File: config.mk
export PLATFORM = sky130hd
export DESIGN_NAME = bni_initiator
export DESIGN_NICKNAME = d
export VERILOG_FILES = /design/src/rtl/bni_pkg.sv /design/src/rtl/bni_phase_gen.sv /design/src/rtl/bni_path_table.sv /design/src/rtl/bni_flit_fifo.sv /design/src/rtl/bni_packetizer.sv /design/src/rtl/bni_initiator.sv
export SDC_FILE = /design/constraint.sdc
export NUM_CORES = 1
export LEC_CHECK = 0
export ABC_AREA = 1
export ABC_CLOCK_PERIOD_IN_PS = 3000
export CAP_MARGIN = 20
export CELL_PAD_IN_SITES_DETAIL_PLACEMENT = 0
export CELL_PAD_IN_SITES_GLOBAL_PLACEMENT = 1
export CORE_MARGIN = 2
export CORE_UTILIZATION = 45
export DETAILED_ROUTE_END_ITERATION = 16
export DONT_BUFFER_PORTS = 1
export PLACE_DENSITY_LB_ADDON = 0.08
export SYNTH_ARGS = -nofsm -noshare
export SYNTH_HDL_FRONTEND = slang
export SYNTH_SLANG_ARGS = --single-unit
export TNS_END_PERCENT = 5
File: constraint.sdc
create_clock -name clk -period 3 [get_ports clk]
set_clock_uncertainty 0.2 [all_clocks]
set_input_delay 0.6 -clock clk [delete_from_list [all_inputs] [get_ports clk]]
set_output_delay 0.6 -clock clk [all_outputs]
set_load 0.005 [all_outputs]
File: src/rtl/bni_pkg.sv
package bni_pkg;

  typedef enum logic {
    PK_IDLE = 1'b0,
    PK_DATA = 1'b1
  } pk_state_t;

  // Number of network cycles per core cycle for a division select.
  function automatic int unsigned ratio_period(input int unsigned sel);
    return 32'd1 << sel;
  endfunction

endpackage

File: src/rtl/bni_phase_gen.sv
module bni_phase_gen #(
  parameter int RSW = 2
) (
  input  logic           clk,
  input  logic           rst_n,
  input  logic [RSW-1:0] ratio_sel,
  output logic           core_ce
);
  import bni_pkg::*;

  localparam int CNTW = (1 << RSW) - 1;

  logic [CNTW-1:0] cnt;
  logic [CNTW-1:0] mask;

  assign mask    = CNTW'(ratio_period(32'(ratio_sel)) - 1);
  assign core_ce = ((cnt & mask) == mask);

  always_ff @(posedge clk or negedge rst_n) begin
    if (!rst_n) cnt <= '0;
    else        cnt <= cnt + 1'b1;
  end

endmodule

File: src/rtl/bni_path_table.sv
module bni_path_table #(
  parameter int IW = 3,
  parameter int PW = 16
) (
  input  logic          clk,
  input  logic          rst_n,
  input  logic          wr_en,
  input  logic [IW-1:0] wr_idx,
  input  logic [PW-1:0] wr_path,
  input  logic [IW-1:0] rd_idx,
  output logic [PW-1:0] rd_path
);
  localparam int NT = 1 << IW;

  logic [PW-1:0] tbl [NT];

  genvar g;
  generate
    for (g = 0; g < NT; g++) begin : g_entry
      always_ff @(posedge clk or negedge rst_n) begin
        if (!rst_n)                                tbl[g] <= '0;
        else if (wr_en && (wr_idx == IW'(g)))      tbl[g] <= wr_path;
      end
    end
  endgenerate

  assign rd_path = tbl[rd_idx];

endmodule

File: src/rtl/bni_flit_fifo.sv
module bni_flit_fifo #(
  parameter int W     = 34,
  parameter int DEPTH = 4,
  parameter int CW    = $clog2(DEPTH + 1)
) (
  input  logic          clk,
  input  logic          rst_n,
  input  logic          push,
  input  logic [W-1:0]  push_data,
  input  logic          pop,
  output logic [W-1:0]  pop_data,
  output logic          empty,
  output logic          full,
  output logic [CW-1:0] fill
);
  localparam int PTRW = (DEPTH > 1) ? $clog2(DEPTH) : 1;

  function automatic logic [PTRW-1:0] bump(input logic [PTRW-1:0] p);
    return (p == PTRW'(DEPTH - 1)) ? '0 : p + 1'b1;
  endfunction

  logic [W-1:0]    mem [DEPTH];
  logic [PTRW-1:0] wptr, rptr;

  assign empty    = (fill == '0);
  assign full     = (fill == CW'(DEPTH));
  assign pop_data = mem[rptr];

  always_ff @(posedge clk) begin
    if (push) mem[wptr] <= push_data;
  end

  always_ff @(posedge clk or negedge rst_n) begin
    if (!rst_n) begin
      wptr <= '0;
      rptr <= '0;
      fill <= '0;
    end else begin
      if (push) wptr <= bump(wptr);
      if (pop)  rptr <= bump(rptr);
      case ({push, pop})
        2'b10:   fill <= fill + 1'b1;
        2'b01:   fill <= fill - 1'b1;
        default: fill <= fill;
      endcase
    end
  end

endmodule

File: src/rtl/bni_packetizer.sv
module bni_packetizer #(
  parameter int AW = 15,
  parameter int DW = 32,
  parameter int LW = 4,
  parameter int PW = 16,
  parameter int IW = 3
) (
  input  logic          clk,
  input  logic          rst_n,
  input  logic          ce,
  input  logic          cmd_valid,
  input  logic [AW-1:0] cmd_addr,
  input  logic [LW-1:0] cmd_len,
  input  logic          beat_valid,
  input  logic [DW-1:0] beat_data,
  input  logic [PW-1:0] route_path,
  input  logic          buf_full,
  output logic [IW-1:0] route_idx,
  output logic          cmd_ready,
  output logic          cmd_fire,
  output logic          beat_fire,
  output logic          push,
  output logic [DW+1:0] push_flit
);
  import bni_pkg::*;

  localparam int HAW = DW - PW - LW;

  // Header: address low bits, then length, then route in the low bits.
  function automatic logic [DW-1:0] make_header(input logic [HAW-1:0] a,
                                                input logic [LW-1:0]  n,
                                                input logic [PW-1:0]  p);
    return {a, n, p};
  endfunction

  pk_state_t     state;
  logic [LW-1:0] left;
  logic          last_beat;

  assign route_idx = cmd_addr[AW-1 -: IW];
  assign cmd_ready = (state == PK_IDLE) && !buf_full;
  assign cmd_fire  = ce && cmd_valid && cmd_ready;
  assign beat_fire = ce && beat_valid && (state == PK_DATA) && !buf_full;
  assign last_beat = (left == LW'(1));
  assign push      = cmd_fire || beat_fire;

  always_comb begin
    if (cmd_fire)
      push_flit = {1'b1, 1'b0, make_header(cmd_addr[HAW-1:0], cmd_len, route_path)};
    else
      push_flit = {1'b0, last_beat, beat_data};
  end

  always_ff @(posedge clk or negedge rst_n) begin
    if (!rst_n) begin
      state <= PK_IDLE;
      left  <= '0;
    end else if (cmd_fire) begin
      state <= PK_DATA;
      left  <= cmd_len;
    end else if (beat_fire) begin
      left <= left - 1'b1;
      if (last_beat) state <= PK_IDLE;
    end
  end

endmodule

File: src/rtl/bni_initiator.sv
module bni_initiator #(
  parameter int AW    = 15,
  parameter int DW    = 32,
  parameter int LW    = 4,
  parameter int PW    = 16,
  parameter int IW    = 3,
  parameter int RSW   = 2,
  parameter int DEPTH = 4
) (
  input  logic           clk,
  input  logic           rst_n,
  input  logic [RSW-1:0] ratio_sel,
  output logic           core_ce,
  input  logic           cmd_valid,
  input  logic [AW-1:0]  cmd_addr,
  input  logic [LW-1:0]  cmd_len,
  output logic           cmd_ready,
  input  logic           beat_valid,
  input  logic [DW-1:0]  beat_data,
  output logic           core_stall,
  input  logic           cfg_we,
  input  logic [IW-1:0]  cfg_idx,
  input  logic [PW-1:0]  cfg_path,
  input  logic           sw_stall,
  output logic           flit_valid,
  output logic           flit_head,
  output logic           flit_tail,
  output logic [DW-1:0]  flit_data
);
  localparam int FW = DW + 2;
  localparam int CW = $clog2(DEPTH + 1);

  // Named internal events, also observed by the checker.
  logic          push_w;
  logic          pop_w;
  logic          cmd_fire_w;
  logic          beat_fire_w;
  logic          buf_full_w;
  logic          buf_empty_w;
  logic [CW-1:0] buf_fill_w;
  logic [FW-1:0] push_flit_w;
  logic [FW-1:0] pop_flit_w;
  logic [IW-1:0] route_idx_w;
  logic [PW-1:0] route_path_w;

  bni_phase_gen #(.RSW(RSW)) u_phase (
    .clk       (clk),
    .rst_n     (rst_n),
    .ratio_sel (ratio_sel),
    .core_ce   (core_ce)
  );

  bni_path_table #(.IW(IW), .PW(PW)) u_table (
    .clk     (clk),
    .rst_n   (rst_n),
    .wr_en   (cfg_we),
    .wr_idx  (cfg_idx),
    .wr_path (cfg_path),
    .rd_idx  (route_idx_w),
    .rd_path (route_path_w)
  );

  bni_packetizer #(.AW(AW), .DW(DW), .LW(LW), .PW(PW), .IW(IW)) u_pack (
    .clk        (clk),
    .rst_n      (rst_n),
    .ce         (core_ce),
    .cmd_valid  (cmd_valid),
    .cmd_addr   (cmd_addr),
    .cmd_len    (cmd_len),
    .beat_valid (beat_valid),
    .beat_data  (beat_data),
    .route_path (route_path_w),
    .buf_full   (buf_full_w),
    .route_idx  (route_idx_w),
    .cmd_ready  (cmd_ready),
    .cmd_fire   (cmd_fire_w),
    .beat_fire  (beat_fire_w),
    .push       (push_w),
    .push_flit  (push_flit_w)
  );

  bni_flit_fifo #(.W(FW), .DEPTH(DEPTH), .CW(CW)) u_fifo (
    .clk       (clk),
    .rst_n     (rst_n),
    .push      (push_w),
    .push_data (push_flit_w),
    .pop       (pop_w),
    .pop_data  (pop_flit_w),
    .empty     (buf_empty_w),
    .full      (buf_full_w),
    .fill      (buf_fill_w)
  );

  assign pop_w      = !buf_empty_w && !sw_stall;
  assign flit_valid = pop_w;
  assign flit_head  = pop_flit_w[FW-1];
  assign flit_tail  = pop_flit_w[FW-2];
  assign flit_data  = pop_flit_w[DW-1:0];
  assign core_stall = buf_full_w;

endmodule

==> impl_metrics.py, run 1 <==
metrics = {
    "run_status": {
        "status": "finished with violations",
        "violations": "negative hold slack",
    },
    "cts": {
        "cts_buffer_depth": 3,
        "cts_hold_buffers": 16,
        "cts_tree": "yes",
        "clk_pin_slew_ps": 60,
        "clock_sinks": 279,
        "htree_levels": 1,
        "post_cts_buffers": 0,
        "insertion_delay_ps": 560,
        "cts_inserted_buffers": 31,
        "clock-root-buffer": "clkbuf_16",
    },
    "yosys": {
        "netlist_area_sq_um": 12100,
        "synth_edf_count": 136,
        "synth_top_area_cell": "edfxtp_1",
        "syn_nets": 1324,
        "ys_seq_area_frac": 0.631,
        "ys_warn_count": 0,
        "yosysTopAreaCellShare": 0.336,
        "synth_cell_types": 27,
        "netlist_instances": 1236,
        "synthTopCellsByArea": "edfxtp_1 (34%), dfrtp_1 (29%), o21ai_0 (9.2%)",
        "synth-main-ff-cell": "dfrtp_1",
        "yosys_register_bits": 279,
        "yosysMostFrequentCell": "nand2_1",
        "syn_area_per_cell_sq_um": 9.82,
        "synthArstFlopShare": 0.513,
        "synth_commonest_cells": "nand2_1 (278), o21ai_0 (223), dfrtp_1 (143)",
    },
    "power": {
        "p_per_area_nw_per_um2": 839,
        "peakVddDrop_mv": 0.388,
        "p_leak_uw": 0.00573,
    },
    "drt": {
        "routedWlPerCell_um": 18.6,
        "drt_wl_total_um": 29700,
        "drtAntennaViolNets": 0,
        "vias": 8422,
        "drc": 0,
        "first_iter_violations": 629,
        "via_per_inst": 5.27,
        "dr.pass1.iters": 6,
    },
    "critical_path": {
        "cp_num_buf_inv": 2,
        "critPathKind": "register to output port",
        "critical_path_required_ps": 2200,
        "slowest_stage": "dfrtp_2",
        "critPathCaptureType": "output port",
        "crit_family": "buffers and inverters",
        "crit_path_max_fanout": 27,
        "crit_chain": "inv_2, buf_4, o21ai_0, o22ai_1",
        "critPathArrivalTime_ps": 2030,
        "max_stage_delay_ps": 410,
        "cp-start-kind": "register",
    },
    "floorplanning": {
        "die_y_um": 168,
        "dieArea_sq_um": 28300,
        "start_util": 0.454,
        "core_sq_um": 26700,
        "io_pins": 116,
        "die_x_um": 168,
        "rows": 60,
    },
    "sta": {
        "worst_slew_pin_slew_ps": 717,
        "period_share": 0.945,
        "hold_viol": 143,
        "report.final.slew_viol_count": 0,
        "finalCriticalPeriod_ps": 2830,
        "fin_hold_ws_ps": -466,
        "tns_ps": 0,
        "max_freq_ghz": 0.353,
        "max_slew_margin": 0.522,
        "rsz0062_at_grt": "no",
        "setup_viol": 0,
    },
    "global_route": {
        "grt.overflow.total": 0,
        "grt_max_degree": 144,
        "antenna_found_initial": 2,
        "track_usage": 0.213,
        "grt_pass1_vias": 7991,
        "grt_pass1_wl_um": 46800,
    },
    "placement": {
        "place_congestion": 0.783,
        "port_buffers": 0,
        "placed_area_sq_um": 12400,
        "dpl.hpwl_um": 18200,
    },
    "run": {
        "drv_cap": 0,
    },
    "final_layout": {
        "fin_area_sq_um": 13700,
        "drive_gt1_frac": 0.0686,
        "syn_to_final_growth_pct": 12.8,
        "fillerInstances": 2502,
        "fin_nets": 1318,
    },
    "min_path": {
        "hold_class": "primary input to asynchronous set/reset pin",
    },
}
[through the flow]
step / setup slack (ps) / power [uW] / cells / util
after floorplan: -175 / 6830 / 1236 / -
after global placement: 406 / 7530 / 1522 / 0.465
after detailed placement: 380 / 7560 / 1522 / 0.465
after CTS: 131 / 11600 / 1595 / 0.512
after global routing: 0.501 / 12200 / 1596 / 0.512
final: 165 / 11500 / 1597 / 0.512
[logic make-up (layout without fill, tap and decap cells)]
logic type	after synthesis	after routing	share of synthesized area
flip-flops	279	279	0.631
AO/OA/AOI/OAI	335	335	0.149
AND/OR/NAND/NOR	421	421	0.140
adder cells (fa/ha/maj)	10	10	0.0109
other	0	2	0
XOR/XNOR	5	5	0.00361
buffers and inverters	186	204	0.0654
[sequential cells by signal (all words and copies together), names as in the netlist]
register	flops
u_pack.left	4
u_fifo.mem	136
u_table.tbl	128
u_fifo.rptr	2
u_fifo.wptr	2
u_phase.cnt	3
u_fifo.fill	3
u_pack.state	1
[cell type report]
| class | count | area (sq um) | area share |
|---|---|---|---|
| Tap cell | 341 | 427 | 0.0312 |
| Clock inverter | 20 | 278 | 0.0203 |
| Sequential cell | 279 | 7660 | 0.560 |
| Timing Repair Buffer | 37 | 372 | 0.0272 |
| Inverter | 110 | 415 | 0.0304 |
| Multi-Input combinational cell | 771 | 3720 | 0.272 |
| Clock buffer | 37 | 808 | 0.0591 |
| Antenna cell | 2 | 5.00 | 0.000366 |
[placed cells by master, fill, tap and decap left out, drive strengths merged]
cell	Yosys	routed
bufinv	0	7
nand2	281	281
nand3	56	56
o22ai	34	34
diode	0	2
dlygate4sd3	0	16
dfrtp	143	143
buf	34	21
fa	1	1
nor2	83	83
xor2	4	4
o211ai	32	32
edfxtp	136	136
ha	9	9
nor3	1	1
clkbuf	42	37
a21oi	35	35
xnor2	1	1
clkinv	0	11
o21ai	234	234
inv	110	112
[layer usage]
metal / wire [um] / vias up / track usage
met5: 0 / - / 0
met3: 2200 / 36 / 0.0435
li1: - / 4172 / -
met1: 13100 / 4002 / 0.296
met4: 604 / 0 / 0.0547
met2: 13900 / 212 / 0.343
[final timing paths]
path	startpoint	to	slack [ps]	cells after the start
setup reg to reg	u_fifo.fill[1]	u_fifo.fill[2]	470	13
min in group clk	cmd_len[0]	u_pack.left[0]	20	2
max in group asynchronous	rst_n	u_table.tbl[26]	2770	0
hold / removal	rst_n	u_table.tbl[23]	-470	0
setup / recovery	u_fifo.rptr[0]	flit_data[25]	170	4
hold reg to reg	u_phase.cnt[2]	u_phase.cnt[2]	270	1
[power by group]
part           total, uW  switching, uW  internal (uW)
Clock               4010           1490           2510
Sequential          4930            253           4670
Combinational       2540           1730            810
Total              11500           3480           8000
[timing repair]
item                                   in CTS  in global routing
setup endpoints to repair                   0                  1
gates resized for setup                     0                  1
endpoints found under the hold margin     159                143
Power figures use the tool's default switching activity.
==> inputs of run 2 (changes only) <==
--- a/config.mk
+++ b/config.mk
@@ -10,11 +10,13 @@
 export CAP_MARGIN = 20
 export CELL_PAD_IN_SITES_DETAIL_PLACEMENT = 0
 export CELL_PAD_IN_SITES_GLOBAL_PLACEMENT = 1
+export CORE_ASPECT_RATIO = 1.25
 export CORE_MARGIN = 2
 export CORE_UTILIZATION = 45
 export DETAILED_ROUTE_END_ITERATION = 16
 export DONT_BUFFER_PORTS = 1
 export PLACE_DENSITY_LB_ADDON = 0.08
+export RECOVER_POWER = 50
 export SYNTH_ARGS = -nofsm -noshare
 export SYNTH_HDL_FRONTEND = slang
 export SYNTH_SLANG_ARGS = --single-unit
==> run 2 against run 1 <==
  * The run still ends with negative hold slack left
  * Total power is 7.0% lower
  * Routed wire length shrank 5.2%
  * Cell area down 2.5%
  * Die area barely moved
  * Worst setup slack worse by 12 ps
  * Hold slack better by 28 ps
  * Global-route usage is 1.1 points lower
  * Via count shrank 0.57%
  * Sequential share of layout area increased by 1.4 points
  * Sequential cell count unchanged
  * First-iteration DRC count decreased by 24%
  * Core utilization is 1.1 points lower
  * Critical endpoint is now flit_data[1]
==> impl_metrics.py, run 2 (same netlist as run 1, synthesis figures left out) <==
metrics = {
    "final_layout": {
        "top_regs": "u_fifo.mem: 136 flops, u_table.tbl: 128 flops, u_pack.left: 4 flops",
        "largest_reg_flops": 136,
        "multi_input_area_sq_um": 3690,
        "fillerInstances": 2542,
        "final_cells": 1595,
        "largest-register": "u_fifo.mem",
        "drive_gt1_frac": 0.0504,
        "antenna_cells": 0,
        "syn_to_final_growth_pct": 10.0,
        "final_common_cell": "nand2_1",
        "layout_common_cells": "nand2_1 (279), o21ai_0 (233), dfrtp_1 (142)",
        "fin_nets": 1316,
        "ff_latch_area_sq_um": 7660,
    },
    "global_route": {
        "grt.overflow.total": 0,
        "track_usage": 0.202,
        "antenna_found_initial": 0,
        "grt_pass1_vias": 8145,
        "grt_pass1_wl_um": 44800,
        "gr-usage-met3": 0.0333,
        "grt_util_met2": 0.358,
        "met1_usage": 0.259,
        "grt_max_degree": 144,
        "busiest_layer": "met2",
    },
    "floorplanning": {
        "rows": 67,
        "start_util": 0.455,
        "dieArea_sq_um": 28300,
        "core_sq_um": 26700,
        "die_y_um": 188,
        "die_x_um": 151,
        "io_pins": 116,
    },
    "critical_path": {
        "critPathKind": "register to output port",
        "reg2reg_slack_ps": 230,
        "r2r-start": "u_fifo.fill[1]",
        "crit_chain": "buf_4, o21ai_0, o22ai_1",
        "r2r_cells": 7,
        "r2r_end": "u_fifo.mem[3][6]",
        "slowest_stage": "buf_4",
        "crit_path_start": "u_fifo.rptr[0]",
        "crit_end": "flit_data[1]",
        "max_stage_delay_ps": 520,
        "critPathArrivalTime_ps": 2050,
        "critical_path_required_ps": 2200,
        "critPathCaptureType": "output port",
        "cp-start-kind": "register",
        "crit_path_max_fanout": 70,
    },
    "placement": {
        "place_congestion": 0.759,
        "dp_slack_ps": 436,
        "dp.cells": 1527,
        "dpl.hpwl_um": 17200,
        "port_buffers": 0,
    },
    "power": {
        "clock_power_share": 0.305,
        "p_per_area_nw_per_um2": 799,
        "p_int_uw": 7310,
        "sequentialPowerShare": 0.464,
        "power_switching_uw": 3360,
        "p_leak_uw": 0.00558,
        "peakVddDrop_mv": 0.384,
        "p_comb_frac": 0.232,
        "p_sw_frac": 0.315,
    },
    "run_status": {
        "violations": "negative hold slack",
        "status": "finished with violations",
    },
    "min_path": {
        "hold_class": "primary input to asynchronous set/reset pin",
    },
    "run": {
        "drv_cap": 0,
    },
    "cts": {
        "clock_sinks": 279,
        "cts_resized": 0,
        "cts_buffer_depth": 3,
        "post_cts_buffers": 0,
        "clk_pin_slew_ps": 60,
        "clock-root-buffer": "clkbuf_16",
        "cts_hold_buffers": 16,
        "htree_levels": 1,
        "cts_inserted_buffers": 28,
        "cts_tree": "yes",
        "insertion_delay_ps": 540,
    },
    "sta": {
        "worst_slew_pin_slew_ps": 1420,
        "setup_viol": 0,
        "rsz0062_at_grt": "no",
        "finalCriticalPeriod_ps": 2850,
        "fin_ws_ps": 153,
        "period_share": 0.949,
        "report.final.slew_viol_count": 0,
        "hold_viol": 143,
        "fin_hold_ws_ps": -438,
        "max_freq_ghz": 0.351,
        "max_slew_margin": 0.0520,
    },
    "drt": {
        "drt_wl_total_um": 28200,
        "dr.pass1.iters": 4,
        "vias": 8374,
        "drtAntennaViolNets": 0,
        "first_iter_violations": 479,
        "drc": 0,
        "via_per_inst": 5.25,
        "routedWlPerCell_um": 17.7,
    },
}
## run 2: worst min-delay path by stage
stage | to | cells past startpoint | from | slack, ps
finish | u_table.tbl[0] | 0 | rst_n | -440
global route | u_table.tbl[1] | 0 | rst_n | -460
CTS | u_fifo.wptr[1] | 0 | rst_n | -460
detailed placement | u_table.tbl[96] | 0 | rst_n | 110
global placement | u_table.tbl[0] | 0 | rst_n | 110
floorplan | u_fifo.fill[0] | 0 | rst_n | 100
## run 2: final cells by class
type,count,share of cell area
Sequential cell,279,0.574
Multi-Input combinational cell,771,0.277
Clock buffer,37,0.0566
Tap cell,345,0.0323
Inverter,110,0.0311
Timing Repair Buffer,38,0.0223
Clock inverter,15,0.00694
## run 2: per-layer routing
metal | vias to the layer above | part of all wire
li1 | 4148 | -
met1 | 3998 | 0.43
met2 | 193 | 0.50
met3 | 35 | 0.061
met4 | 0 | 0.017
met5 | - | 0
## run 2: metrics by stage
step | instance area [sq um] | total power [uW] | utilization | hold WS [ps] | TNS (ps)
after floorplan | 12100 | 6830 | - | 104 | -23850
after global placement | 12400 | 7570 | 0.467 | 114 | 0
after detailed placement | 12400 | 7600 | 0.467 | 112 | 0
after CTS | 13500 | 10900 | 0.505 | -460 | 0
after global routing | 13400 | 11400 | 0.501 | -463 | 0
final | 13400 | 10700 | 0.501 | -438 | 0
## run 2: power by group through the flow
| stage | Clock [uW] | Sequential, uW | Combinational (uW) |
|---|---|---|---|
| 3_3_place_gp | 0 | 5010 | 2560 |
| 4_1_cts | 3330 | 4950 | 2600 |
| 5_1_grt | 3500 | 5000 | 2860 |
| 3_5_place_dp | 0 | 5020 | 2580 |
| 6_report | 3250 | 4950 | 2480 |
| 2_1_floorplan | 0 | 4950 | 1880 |
## run 2: critical path, delay by kind of cell, from the launching register on
kind	cells	cell delay, ps
AO/OA/AOI/OAI	2	560
buffers and inverters	1	520
flip-flops	1	360
==> inputs of run 3 (changes only) <==
--- a/config.mk
+++ b/config.mk
@@ -8,8 +8,6 @@
 export ABC_AREA = 1
 export ABC_CLOCK_PERIOD_IN_PS = 3000
 export CAP_MARGIN = 20
-export CELL_PAD_IN_SITES_DETAIL_PLACEMENT = 0
-export CELL_PAD_IN_SITES_GLOBAL_PLACEMENT = 1
 export CORE_ASPECT_RATIO = 1.25
 export CORE_MARGIN = 2
 export CORE_UTILIZATION = 45
==> run 3 against run 2 <==
  * The flow still finishes with violations (negative hold slack)
  * Cell area rose by 0.21%
  * Routed wire length grew 0.26%
  * Global-route usage up 0.19 points
  * Total power grew 0.19%
  * Critical path depth stayed put
  * Worst setup slack improved by 53 ps
  * Sequential cell count did not move
  * Critical path type unchanged
  * Critical endpoint is now flit_data[15]
  * Largest cell class unchanged
  * Largest power group unchanged
  * Highest routed layer unchanged
==> impl_metrics.py, run 3 (same netlist as run 1, synthesis figures left out) <==
metrics = {
    "final_layout": {
        "top_regs": "u_fifo.mem: 136 flops, u_table.tbl: 128 flops, u_pack.left: 4 flops",
        "final_common_cell": "nand2_1",
        "largest-register": "u_fifo.mem",
        "layout_common_cells": "nand2_1 (278), o21ai_0 (232), dfrtp_1 (142)",
        "fin_nets": 1316,
        "final_cells": 1594,
        "syn_to_final_growth_pct": 10.2,
        "antenna_cells": 0,
        "fillerInstances": 2520,
        "drive_gt1_frac": 0.0512,
        "largest_reg_flops": 136,
        "utilization": 0.502,
    },
    "sta": {
        "max_freq_ghz": 0.358,
        "max_slew_margin": 0.0223,
        "worst_slew_pin_slew_ps": 1470,
        "hold_viol": 143,
        "setup_viol": 0,
        "report.final.slew_viol_count": 0,
        "tns_ps": 0,
        "finalCriticalPeriod_ps": 2790,
        "rsz0062_at_grt": "no",
        "fin_hold_ws_ps": -424,
        "period_share": 0.931,
        "fin_ws_ps": 207,
    },
    "power": {
        "power_switching_uw": 3380,
        "p_int_uw": 7310,
        "p_per_area_nw_per_um2": 799,
        "p_comb_frac": 0.237,
        "p_sw_frac": 0.316,
        "peakVddDrop_mv": 0.393,
        "clock_power_share": 0.303,
        "sequentialPowerShare": 0.460,
        "p_leak_uw": 0.00558,
    },
    "global_route": {
        "antenna_found_initial": 0,
        "grt_pass1_vias": 8335,
        "grt_max_degree": 144,
        "grt_pass1_wl_um": 45300,
        "grt.overflow.total": 0,
        "track_usage": 0.204,
    },
    "run_status": {
        "status": "finished with violations",
        "violations": "negative hold slack",
    },
    "cts": {
        "insertion_delay_ps": 540,
        "htree_levels": 1,
        "cts_inserted_buffers": 29,
        "cts_tree": "yes",
        "cts_buffer_depth": 3,
        "clk_pin_slew_ps": 60,
        "clock_sinks": 279,
        "clock-root-buffer": "clkbuf_16",
        "cts_hold_buffers": 16,
    },
    "critical_path": {
        "crit_chain": "buf_4, o21ai_0, o22ai_1",
        "crit_family": "buffers and inverters",
        "max_stage_delay_ps": 560,
        "critPathArrivalTime_ps": 1990,
        "critPathCaptureType": "output port",
        "slowest_stage": "buf_4",
        "critPathKind": "register to output port",
        "r2r-start": "u_fifo.fill[0]",
        "critical_path_required_ps": 2200,
        "crit_path_max_fanout": 70,
        "cp_num_buf_inv": 1,
        "cp-start-kind": "register",
        "crit_path_start": "u_fifo.rptr[0]",
    },
    "drt": {
        "dr.pass1.iters": 5,
        "routedWlPerCell_um": 17.7,
        "drc": 0,
        "first_iter_violations": 550,
        "drt_wl_total_um": 28300,
        "vias": 8368,
        "drtAntennaViolNets": 0,
        "via_per_inst": 5.25,
    },
    "floorplanning": {
        "start_util": 0.455,
        "core_sq_um": 26700,
        "die_y_um": 188,
        "dieArea_sq_um": 28300,
        "io_pins": 116,
        "die_x_um": 151,
        "rows": 67,
    },
    "placement": {
        "dp_slack_ps": 456,
        "dpl.hpwl_um": 16700,
        "port_buffers": 0,
        "place_congestion": 0.744,
        "dp.cells": 1526,
    },
    "run": {
        "drv_cap": 0,
    },
    "min_path": {
        "hold_class": "primary input to asynchronous set/reset pin",
    },
}
run 3: cell count changes in the layout (fill, tap and decap cells not counted), moves of 2 or more:
cell      before  now
clkinv_1       8    4
clkbuf_1      16   19
buf_12         1    3
clkbuf_8       0    2
run 3: layout make-up:
cell class	count	area [sq um]	area share
Inverter	110	415	0.0311
Multi-Input combinational cell	771	3700	0.277
Sequential cell	279	7660	0.573
Clock inverter	10	51.3	0.00383
Clock buffer	42	795	0.0594
Tap cell	345	432	0.0323
Timing Repair Buffer	37	320	0.0239
run 3: stage by stage:
step	instance area, sq um	hold WS (ps)	power (uW)
2_1_floorplan	12100	104	6830
3_3_place_gp	12400	115	7570
3_5_place_dp	12400	113	7610
4_1_cts	13400	-454	10900
5_1_grt	13400	-458	11400
6_report	13400	-424	10700
run 3: repair_timing:
action	4_1_cts	5_1_grt
resized for setup	0	0
hold endpoints to repair	159	143
setup buffers	0	0
run 3: final timing paths:
path / to / slack (ps) / cells past startpoint
setup reg to reg: u_fifo.mem[1][17] / 370 / 7
hold / removal: u_table.tbl[1] / -420 / 0
min in group clk: u_pack.left[0] / 40 / 2
max in group asynchronous: u_fifo.rptr[0] / 2770 / 0
setup / recovery: flit_data[15] / 210 / 3
hold reg to reg: u_phase.cnt[2] / 270 / 1
run 3: power by group through the flow:
stage	registers (uW)	clock network, uW	logic (uW)
floorplan	4950	0	1880
global placement	4990	0	2590
detailed placement	5000	0	2610
CTS	4930	3320	2630
global route	4980	3460	2950
finish	4920	3240	2530
run 3: worst register-to-register path: cells and delay by family (launching register included):
kind,cells,cell delay (ps)
AOI/OAI and AO/OA,1,340
buffers and inverters,2,900
DFF,1,370
and+or+nand+nor,4,440
run 3: per-layer routing:
layer  track usage  up-vias  wire length [um]
met5             0        -                 0
met4        0.0492        0               569
met3        0.0258       38              1550
met2         0.359      187             14000
met1         0.268     3992             12100
li1              -     4151                 -
